--- src/rtl/wdt_pkg.sv ---
package wdt_pkg;

    localparam int ADDR_W = 5;
    localparam int DATA_W = 32;
    localparam int BE_W   = DATA_W / 8;

    // register offsets
    localparam logic [ADDR_W-1:0] OFS_PRE1 = 5'h00;
    localparam logic [ADDR_W-1:0] OFS_PRE2 = 5'h04;
    localparam logic [ADDR_W-1:0] OFS_KICK = 5'h0C;
    localparam logic [ADDR_W-1:0] OFS_CFG  = 5'h10;
    localparam logic [ADDR_W-1:0] OFS_CTL  = 5'h14;

    // key values for the guarded sequence
    localparam logic [15:0] KEY_FIRST  = 16'h0080;
    localparam logic [15:0] KEY_SECOND = 16'h0086;

    // kick register bit positions
    localparam int BIT_PING  = 8;
    localparam int BIT_CLR_A = 9;
    localparam int BIT_CLR_B = 12;

    localparam logic [DATA_W-1:0] FLAG_WORD = 32'h0000_1200;

    typedef enum logic [1:0] {
        UL_SHUT = 2'd0,
        UL_HALF = 2'd1,
        UL_OPEN = 2'd2
    } unlock_e;

    typedef enum logic [1:0] {
        EV_IRQ  = 2'd0,
        EV_RSVD = 2'd1,
        EV_SMI  = 2'd2,
        EV_NONE = 2'd3
    } event_sel_e;

    typedef struct packed {
        logic       reboot_off;
        logic       fast;
        event_sel_e evsel;
    } cfg_t;

    typedef struct packed {
        logic free_run;
        logic enable;
        logic locked;
    } ctl_t;

    function automatic logic [DATA_W-1:0] lane_mask(input logic [BE_W-1:0] be);
        logic [DATA_W-1:0] m;
        for (int i = 0; i < BE_W; i++) begin
            m[i*8 +: 8] = {8{be[i]}};
        end
        return m;
    endfunction

    function automatic logic [DATA_W-1:0] cfg_word(input cfg_t c);
        logic [DATA_W-1:0] w;
        w      = '0;
        w[5]   = c.reboot_off;
        w[2]   = c.fast;
        w[1:0] = c.evsel;
        return w;
    endfunction

    function automatic logic [DATA_W-1:0] ctl_word(input ctl_t c);
        logic [DATA_W-1:0] w;
        w    = '0;
        w[0] = c.locked;
        w[1] = c.enable;
        w[2] = c.free_run;
        return w;
    endfunction

endpackage

--- src/rtl/wdt_regs.sv ---
module wdt_regs
    import wdt_pkg::*;
#(
    parameter int PW = 20
) (
    input  logic              clk,
    input  logic              rst,
    input  logic              wipe,
    input  logic              wr,
    input  logic [ADDR_W-1:0] addr,
    input  logic [DATA_W-1:0] wdata,
    input  logic [BE_W-1:0]   be,
    output logic [DATA_W-1:0] rdata,
    output cfg_t              cfg_q,
    output ctl_t              ctl_q,
    output logic [PW-1:0]     pre1_q,
    output logic [PW-1:0]     pre2_q,
    output logic              flag_q,
    output logic              port_open,
    output logic              start_req,
    output logic              stop_req
);

    unlock_e           ul_q;
    logic [15:0]       key;
    logic              kick_wr, kick_act, pre_wr, cfg_wr, ctl_wr;
    logic [DATA_W-1:0] lmask;
    logic [PW-1:0]     pmask;
    logic              unused_bits;

    assign key      = wdata[15:0];
    assign kick_wr  = wr && (addr == OFS_KICK) && (be[1:0] == 2'b11);
    assign kick_act = kick_wr && (ul_q == UL_OPEN) && (key != KEY_FIRST);
    assign pre_wr   = wr && ((addr == OFS_PRE1) || (addr == OFS_PRE2));
    assign cfg_wr   = wr && (addr == OFS_CFG) && be[0];
    assign ctl_wr   = wr && (addr == OFS_CTL) && be[0];
    assign lmask    = lane_mask(be);
    assign pmask    = lmask[PW-1:0];
    assign port_open = (ul_q == UL_OPEN);

    assign unused_bits = ^{lmask[DATA_W-1:PW], wdata[DATA_W-1:PW]};

    assign start_req = (ctl_wr && !ctl_q.locked && wdata[1] && !ctl_q.enable)
                    || (kick_act && wdata[BIT_PING] && ctl_q.enable);
    assign stop_req  = ctl_wr && !ctl_q.locked && !wdata[1];

    always_ff @(posedge clk) begin
        if (rst || wipe) begin
            pre1_q <= '1;
            pre2_q <= '1;
            cfg_q  <= '0;
            ctl_q  <= '0;
            ul_q   <= UL_SHUT;
            flag_q <= !rst;
        end else begin
            if (kick_wr) begin
                if (key == KEY_FIRST) begin
                    ul_q <= UL_HALF;
                end else if (key == KEY_SECOND && ul_q == UL_HALF) begin
                    ul_q <= UL_OPEN;
                end else if (ul_q == UL_OPEN) begin
                    ul_q <= UL_SHUT;
                    if (wdata[BIT_CLR_A] || wdata[BIT_CLR_B]) begin
                        flag_q <= 1'b0;
                    end
                end
            end
            if (pre_wr && ul_q == UL_OPEN) begin
                ul_q <= UL_SHUT;
                if (addr == OFS_PRE1) begin
                    pre1_q <= (pre1_q & ~pmask) | (wdata[PW-1:0] & pmask);
                end else begin
                    pre2_q <= (pre2_q & ~pmask) | (wdata[PW-1:0] & pmask);
                end
            end
            if (cfg_wr) begin
                cfg_q.reboot_off <= wdata[5];
                cfg_q.fast       <= wdata[2];
                cfg_q.evsel      <= event_sel_e'(wdata[1:0]);
            end
            if (ctl_wr) begin
                ctl_q.free_run <= wdata[2];
                if (!ctl_q.locked) begin
                    ctl_q.enable <= wdata[1];
                    ctl_q.locked <= wdata[0];
                end
            end
        end
    end

    always_comb begin
        case (addr)
            OFS_PRE1: rdata = {{(DATA_W-PW){1'b0}}, pre1_q};
            OFS_PRE2: rdata = {{(DATA_W-PW){1'b0}}, pre2_q};
            OFS_KICK: rdata = flag_q ? FLAG_WORD : '0;
            OFS_CFG:  rdata = cfg_word(cfg_q);
            OFS_CTL:  rdata = ctl_word(ctl_q);
            default:  rdata = '0;
        endcase
    end

endmodule

--- src/rtl/wdt_prescale.sv ---
module wdt_prescale #(
    parameter int DIV_SLOW = 33000,
    parameter int DIV_FAST = 33
) (
    input  logic clk,
    input  logic rst,
    input  logic run,
    input  logic restart,
    input  logic fast,
    output logic tick
);

    localparam int DMAX = (DIV_SLOW > DIV_FAST) ? DIV_SLOW : DIV_FAST;
    localparam int CW   = $clog2(DMAX + 1);

    logic [CW-1:0] pcnt;
    logic [CW-1:0] lim;

    assign lim  = fast ? CW'(DIV_FAST - 1) : CW'(DIV_SLOW - 1);
    assign tick = run && !restart && (pcnt >= lim);

    always_ff @(posedge clk) begin
        if (rst || !run || restart || tick) begin
            pcnt <= '0;
        end else begin
            pcnt <= pcnt + 1'b1;
        end
    end

endmodule

--- src/rtl/wdt_stage_ctr.sv ---
module wdt_stage_ctr
    import wdt_pkg::*;
#(
    parameter int PW = 20
) (
    input  logic          clk,
    input  logic          rst,
    input  logic          start,
    input  logic          stop,
    input  logic          tick,
    input  logic [PW-1:0] pre1,
    input  logic [PW-1:0] pre2,
    input  logic          free_run,
    input  logic          reboot_en,
    input  event_sel_e    evsel,
    output logic          running,
    output logic          reboot_now,
    output logic          irq_q,
    output logic          smi_q,
    output logic          rreq_q
);

    logic          second_q;
    logic [PW-1:0] cnt_q;
    logic          expire;

    assign expire     = running && tick && (cnt_q == '0) && !start && !stop;
    assign reboot_now = expire && second_q && reboot_en;

    always_ff @(posedge clk) begin
        if (rst) begin
            running  <= 1'b0;
            second_q <= 1'b0;
            cnt_q    <= '0;
            irq_q    <= 1'b0;
            smi_q    <= 1'b0;
            rreq_q   <= 1'b0;
        end else begin
            irq_q  <= 1'b0;
            smi_q  <= 1'b0;
            rreq_q <= 1'b0;
            if (start) begin
                running  <= 1'b1;
                second_q <= 1'b0;
                cnt_q    <= pre1;
            end else if (stop) begin
                running <= 1'b0;
            end else if (running && tick) begin
                if (cnt_q != '0) begin
                    cnt_q <= cnt_q - 1'b1;
                end else if (!second_q) begin
                    second_q <= 1'b1;
                    cnt_q    <= pre2;
                    irq_q    <= (evsel == EV_IRQ);
                    smi_q    <= (evsel == EV_SMI);
                end else if (reboot_en) begin
                    running <= 1'b0;
                    rreq_q  <= 1'b1;
                end else if (free_run) begin
                    second_q <= 1'b0;
                    cnt_q    <= pre1;
                end else begin
                    running <= 1'b0;
                end
            end
        end
    end

endmodule

--- src/rtl/wdt_two_stage.sv ---
module wdt_two_stage
    import wdt_pkg::*;
#(
    parameter int PW       = 20,
    parameter int DIV_SLOW = 33000,
    parameter int DIV_FAST = 33
) (
    input  logic              clk,
    input  logic              rst,
    input  logic              bus_wr,
    input  logic [ADDR_W-1:0] bus_addr,
    input  logic [DATA_W-1:0] bus_wdata,
    input  logic [BE_W-1:0]   bus_be,
    output logic [DATA_W-1:0] bus_rdata,
    output logic              irq_pulse,
    output logic              smi_pulse,
    output logic              reset_req
);

    cfg_t          cfg_q;
    ctl_t          ctl_q;
    logic [PW-1:0] pre1_q, pre2_q;
    logic          flag_q, port_open, start_req, stop_req;
    logic          running, tick, wipe;
    logic          lock_w, enable_w;

    assign lock_w   = ctl_q.locked;
    assign enable_w = ctl_q.enable;

    wdt_regs #(.PW(PW)) u_regs (
        .clk       (clk),
        .rst       (rst),
        .wipe      (wipe),
        .wr        (bus_wr),
        .addr      (bus_addr),
        .wdata     (bus_wdata),
        .be        (bus_be),
        .rdata     (bus_rdata),
        .cfg_q     (cfg_q),
        .ctl_q     (ctl_q),
        .pre1_q    (pre1_q),
        .pre2_q    (pre2_q),
        .flag_q    (flag_q),
        .port_open (port_open),
        .start_req (start_req),
        .stop_req  (stop_req)
    );

    wdt_prescale #(.DIV_SLOW(DIV_SLOW), .DIV_FAST(DIV_FAST)) u_pre (
        .clk     (clk),
        .rst     (rst),
        .run     (running),
        .restart (start_req),
        .fast    (cfg_q.fast),
        .tick    (tick)
    );

    wdt_stage_ctr #(.PW(PW)) u_ctr (
        .clk        (clk),
        .rst        (rst),
        .start      (start_req),
        .stop       (stop_req),
        .tick       (tick),
        .pre1       (pre1_q),
        .pre2       (pre2_q),
        .free_run   (ctl_q.free_run),
        .reboot_en  (!cfg_q.reboot_off),
        .evsel      (cfg_q.evsel),
        .running    (running),
        .reboot_now (wipe),
        .irq_q      (irq_pulse),
        .smi_q      (smi_pulse),
        .rreq_q     (reset_req)
    );

endmodule

--- config.mk ---
export PLATFORM = sky130hd
export DESIGN_NAME = wdt_two_stage
export DESIGN_NICKNAME = d
export VERILOG_FILES = /design/src/rtl/wdt_pkg.sv /design/src/rtl/wdt_regs.sv /design/src/rtl/wdt_prescale.sv /design/src/rtl/wdt_stage_ctr.sv /design/src/rtl/wdt_two_stage.sv
export SDC_FILE = /design/constraint.sdc
export NUM_CORES = 1
export LEC_CHECK = 0
export BUFFER_PORTS_ARGS = -buffer_cell sky130_fd_sc_hd__buf_4
export CORE_MARGIN = 5
export CORE_UTILIZATION = 40
export CTS_BUF_LIST = sky130_fd_sc_hd__clkbuf_4
export DETAILED_ROUTE_END_ITERATION = 12
export REMOVE_ABC_BUFFERS = 1
export SYNTH_ARGS = -nofsm -noshare
export SYNTH_HDL_FRONTEND = slang
export SYNTH_HIERARCHICAL = 1
export SYNTH_SLANG_ARGS = --single-unit
--- constraint.sdc ---
create_clock -name clk -period 4.7 [get_ports clk]
set_input_delay 1.175 -clock clk [delete_from_list [all_inputs] [get_ports clk]]
set_output_delay 1.175 -clock clk [all_outputs]
set_load 0.05 [all_outputs]
After elaboration in Yosys (flattened, before gate mapping)

Cells that the tools add are included.

Register bits: 91
Bits of input ports: 44
Output and inout port bits: 35
Word-level logic and storage cells: 144

Add/subtract/negate cells: 2
Order comparisons: 1
Eq/ne operators: 18
Mux-type cells: 31
Bitwise operators: 12
Reduce and logical (&&, ||, !) cells: 63

Operators with widths:

| cell                    | number |
|---|---|
| $mux W20                | 7 |
| $pmux W20 S5            | 1 |
| $and A20 B20 Y20        | 3 |
| $or A20 B20 Y20         | 2 |
| $eq A16 B8 Y1 const B   | 2 |
| $logic_and A1 B1 Y1     | 25 |
| $logic_not A20 Y1       | 1 |
| $not A20 Y20            | 1 |
| $reduce_bool A20 Y1     | 1 |
| $sub A20 B1 Y20 const B | 1 |
| $mux W1                 | 18 |
| $add A16 B1 Y16 const B | 1 |
| $ge A16 B16 Y1          | 1 |
| $mux W16                | 1 |
| $ne A16 B8 Y1 const B   | 1 |
| $mux W13                | 1 |
| $reduce_or A6 Y1        | 2 |
| $eq A5 B5 Y1 const B    | 2 |
| $reduce_bool A3 Y1      | 3 |
| $logic_not A1 Y1        | 8 |
| $ne A4 B3 Y1 const B    | 2 |
| $reduce_and A2 Y1       | 4 |
| $reduce_and A4 Y1       | 2 |
| $reduce_bool A2 Y1      | 4 |
| 15 further kinds        | 33 |

Depth between registers and ports, before layout

Depth after elaboration: 20
Depth in mapped cells: 16

By module

The synthesis kept the hierarchy.

By module, submodules not included:

| module        | instances | cells each | area an instance (um^2) | seq. area each (um^2) |
|---|---|---|---|---|
| wdt_regs      | 1         | 262        | 2452.4                  | 1011.0 |
| wdt_stage_ctr | 1         | 254        | 1925.6                  | 500.5 |
| wdt_prescale  | 1         | 102        | 1007.2                  | 320.3 |
| wdt_two_stage | 1         | 1          | 3.8                     | 0.0 |

Worst setup path after synthesis

No wires, ideal clock.

Path kind: input to register
From: input bus_addr[4]
To: register with a tool-made name
Arrival time: 4111 ps
Required time: 4559 ps
Setup slack: 448 ps
Stages on the path: 15
Path buffers: 2
Cell sequence: or3_1 buf_6 nor3_4 nand3_1 o22ai_1 nor2b_1 o2111ai_1 o31ai_4 or2_1 and3_1 nand2_2 nor2_1 nor2_1 clkbuf_1 o211ai_1

RTL lines:

| element         | line                | text |
|---|---|---|
| start, declared | wdt_two_stage.sv:11 | `input logic [ADDR_W-1:0] bus_addr,` |

Final worst setup path

From: input bus_addr[4]
To: output bus_rdata[17]

Longest elaborated chain between the ends: 2

Ends and longest elaborated chain:

| element                                    | line                | text |
|---|---|---|
| $eq A5 B5 Y1, or another cell as far along | wdt_regs.sv:92      | `case (addr)` |
| $pmux W20 S5 (*)                           | wdt_regs.sv:92      |  |
| end, declared                              | wdt_two_stage.sv:14 | `output logic [DATA_W-1:0] bus_rdata,` |

Every way passes the cells marked *; elsewhere a longest branch is shown, timed or not.

==> results.md <==
* Number of placed instances with taps included at 832
* Max-Cap Viols at 0
* Worst VDD drop at 0.121 mV
* Post-cts resize count at 0
* Routed length on met3 at 767 microns
* Most used cells in the layout excluding fill and tap cells: sky130_fd_sc_hd__dfxtp_1 (90), sky130_fd_sc_hd__nand2_1 (72), sky130_fd_sc_hd__buf_4 (70)
* Min-Delay Path Class: flop to flop
* Share of the clock period used by the worst path at 88.0%
* Layout-stage area growth over the synthesis result at 12.2%
* Leakage power total at 2.46 nW
* Worst setup path class: primary input to output pin
* Outcome: completed
* Average footprint of a synthesized cell at 8.71 sq um
* Most common cell after layout, fill and taps aside: sky130_fd_sc_hd__dfxtp_1
* Placeable Area at 0.0132 sq mm
* Worst-case clock buffer depth at 2
* Cell Area, Synth at 0.00539 sq mm
* Total routed wire length on the met1 layer at 6890 microns
* Highest routed layer: met4
* Layout fillers at 1302
* Die extent in y at 126 microns
* Setup violations, final at 0
* Initial DRT Pass Iterations at 5
* Number of pins with negative max-slew slack in the final report at 0
* Worst-case headroom to the max-slew limit at 34.9%
* Starting DRC count in detailed routing at 346
* Antenna Nets Post-Route at 0
* Endpoint kind of the worst setup timing path: output pin
* Max Freq at 242 MHz
* DRC violation count after routing at 0
* Final Worst Setup Slack at 0.565 ns
* Top-level I/O count at 79
* GPL Wtd Cong at 0.914
* TritonCTS sink count at 91
* Post-CTS Hold Fix Bufs at 0
* Met2 wirelength from detailed routing at 6820 microns
* Nets@finish at 720
* Post-detailed-route via-to-cell ratio at 5.72
* Initial antenna violation count at 1
* Routed WL at 14800 microns
* Sum of overflow across all layers after global routing at 0
* Share of flip-flops with an asynchronous set or reset at 0%
* Final Critical Period at 4.14 ns
* PD cells at 224 mW/mm^2
* Maximum fanout count along the critical path at 10
* Distinct cell type count of the synthesized netlist at 79
* Synthesis warning total at 6
* TritonCTS clock tree: yes
* Number of buffers created by CTS at 9
* Setup TNS Final at 0 ns
* Starting density of the core at 40.7%
* Via count of the first global-routing pass at 4707
* Detailed-placement wirelength estimate at 10900 microns
* Root Buffer Master: sky130_fd_sc_hd__clkbuf_4
* Setup slack after placement at 0.332 ns
* Total via count in the routed design at 4858
* Global-route wire length before repair at 24400 microns
* CTS clk-pin slew, worst paths at 0.16 ns
* Worst EP required at 3.52 ns
* Final hold viol count at 0
* Number of synthesized register bits at 91
* Cell Rows at 42
* Transition time at the pin with the least slew margin at 0.976 ns
* Number of enable flip-flop cells after synthesis at 1
* Synth Flop Type: sky130_fd_sc_hd__dfxtp_1
* Worst-skew pair later-pin latency at 0.48 ns
* Endpoint arrival time on the critical path at 2.96 ns
* Die Wd at 126 microns
* Overall global routing resource usage at 18.8%
* Sort of element at the start of the critical path: primary input
* Post-layout power at 0.00135 W
* Part of the Yosys area used for sequential elements at 34.0%
* Maximum number of pins on one net before global-route repair at 26
* # H-tree levels at 3
* Fraction of layout cells with a size suffix above 1 at 20.1%
* Number of buffers inserted by post-CTS setup repair at 0
* Port Buffers at 53
* Setup repair after global routing missed its margin: false
* Die ar. at 0.0159 sq mm
* Synthesized instance count at 619
* Non-Filler Instances at 849
* Final worst clock skew at 0.0279 ns
* Routed wire length per instance at 17.5 microns
## area by class of cell
cell class	count	area, sq um	area share (%)
clock buffers	9	67.6	1.12
inverters	22	82.6	1.37
clock inverters	7	68.8	1.14
diodes	1	2.50	0.0414
multi-input cells	473	3250	53.7
well taps	176	220	3.64
repair buffers	70	526	8.69
flip-flops and latches	91	1830	30.3
## kinds of logic (layout without fill, tap and decap cells)
family                     after synthesis  count (layout)  synth area share (%)
adders and majority gates                9               9                  2.09
DFF                                     91              91                  34.0
buffers and inverters                   66             108                  6.64
other                                    1              13                0.0696
AOI/OAI and AO/OA                      120             120                  16.7
muxes                                   48              48                  8.92
xor gates and xnor gates                27              27                  4.39
and+or+nand+nor                        257             257                  27.2
## worst paths after layout
| check | start | to | slack (ns) | depth (start not counted) |
|---|---|---|---|---|
| setup / recovery | bus_addr[4] | bus_rdata[17] | 0.56 | 7 |
| setup reg to reg | u_regs/cfg_q[2] | flop | 1.70 | 11 |
| hold / removal | u_regs/cfg_q[1] | u_ctr/smi_q | 0.48 | 2 |
| hold reg to reg | u_regs/cfg_q[1] | u_ctr/smi_q | 0.48 | 2 |
## metrics by stage
stage                     cell area (sq um)  utilization, %  hold slack, ns
after floorplan                        5150               -           0.425
after global placement                 5910            44.6           0.444
after detailed placement               5910            44.6           0.448
after CTS                              6050            45.7           0.476
after global routing                   6050            45.7           0.499
final                                  6050            45.7           0.476
## report_power, final
group / switching (W) / total (W) / internal [W]
combinational: 0.000107 / 0.000155 / 0.0000488
sequential: 0.00000156 / 0.000776 / 0.000775
clock: 0.000301 / 0.000422 / 0.000121
## worst max-delay path, stage by stage
cell                     delay (ns)
sky130_fd_sc_hd__buf_4         0.12
sky130_fd_sc_hd__or3_1         0.43
sky130_fd_sc_hd__buf_4         0.19
sky130_fd_sc_hd__nor3_4        0.38
sky130_fd_sc_hd__buf_4         0.30
sky130_fd_sc_hd__a22o_1        0.16
sky130_fd_sc_hd__buf_4         0.19
## Yosys cell counts, types with 6 or more instances
cell / n / area (sq um)
sky130_fd_sc_hd__a21oi_1: 22 / 110
sky130_fd_sc_hd__a22o_1: 14 / 123
sky130_fd_sc_hd__a22oi_1: 10 / 75.1
sky130_fd_sc_hd__a31oi_1: 7 / 43.8
sky130_fd_sc_hd__buf_4: 17 / 128
sky130_fd_sc_hd__clkbuf_1: 15 / 56.3
sky130_fd_sc_hd__dfxtp_1: 90 / 1800
sky130_fd_sc_hd__ha_1: 9 / 113
sky130_fd_sc_hd__inv_1: 20 / 75.1
sky130_fd_sc_hd__mux2i_1: 48 / 480
sky130_fd_sc_hd__nand2_1: 72 / 270
sky130_fd_sc_hd__nand3_1: 21 / 105
sky130_fd_sc_hd__nand4_1: 12 / 75.1
sky130_fd_sc_hd__nor2_1: 48 / 180
sky130_fd_sc_hd__nor2b_1: 6 / 37.5
sky130_fd_sc_hd__nor3_1: 17 / 85.1
sky130_fd_sc_hd__nor3_2: 12 / 120
sky130_fd_sc_hd__nor4_1: 13 / 81.3
sky130_fd_sc_hd__o21ai_0: 14 / 70.1
sky130_fd_sc_hd__o31ai_1: 7 / 52.6
sky130_fd_sc_hd__xnor2_1: 23 / 201
## per-layer routing
layer	vias to the layer above	GRT usage (%)
met3	25	3.51
li1	2337	-
met1	2353	25.6
met5	-	0
met4	0	7.32
met2	143	29.5
(Power assumes the default switching activity.)
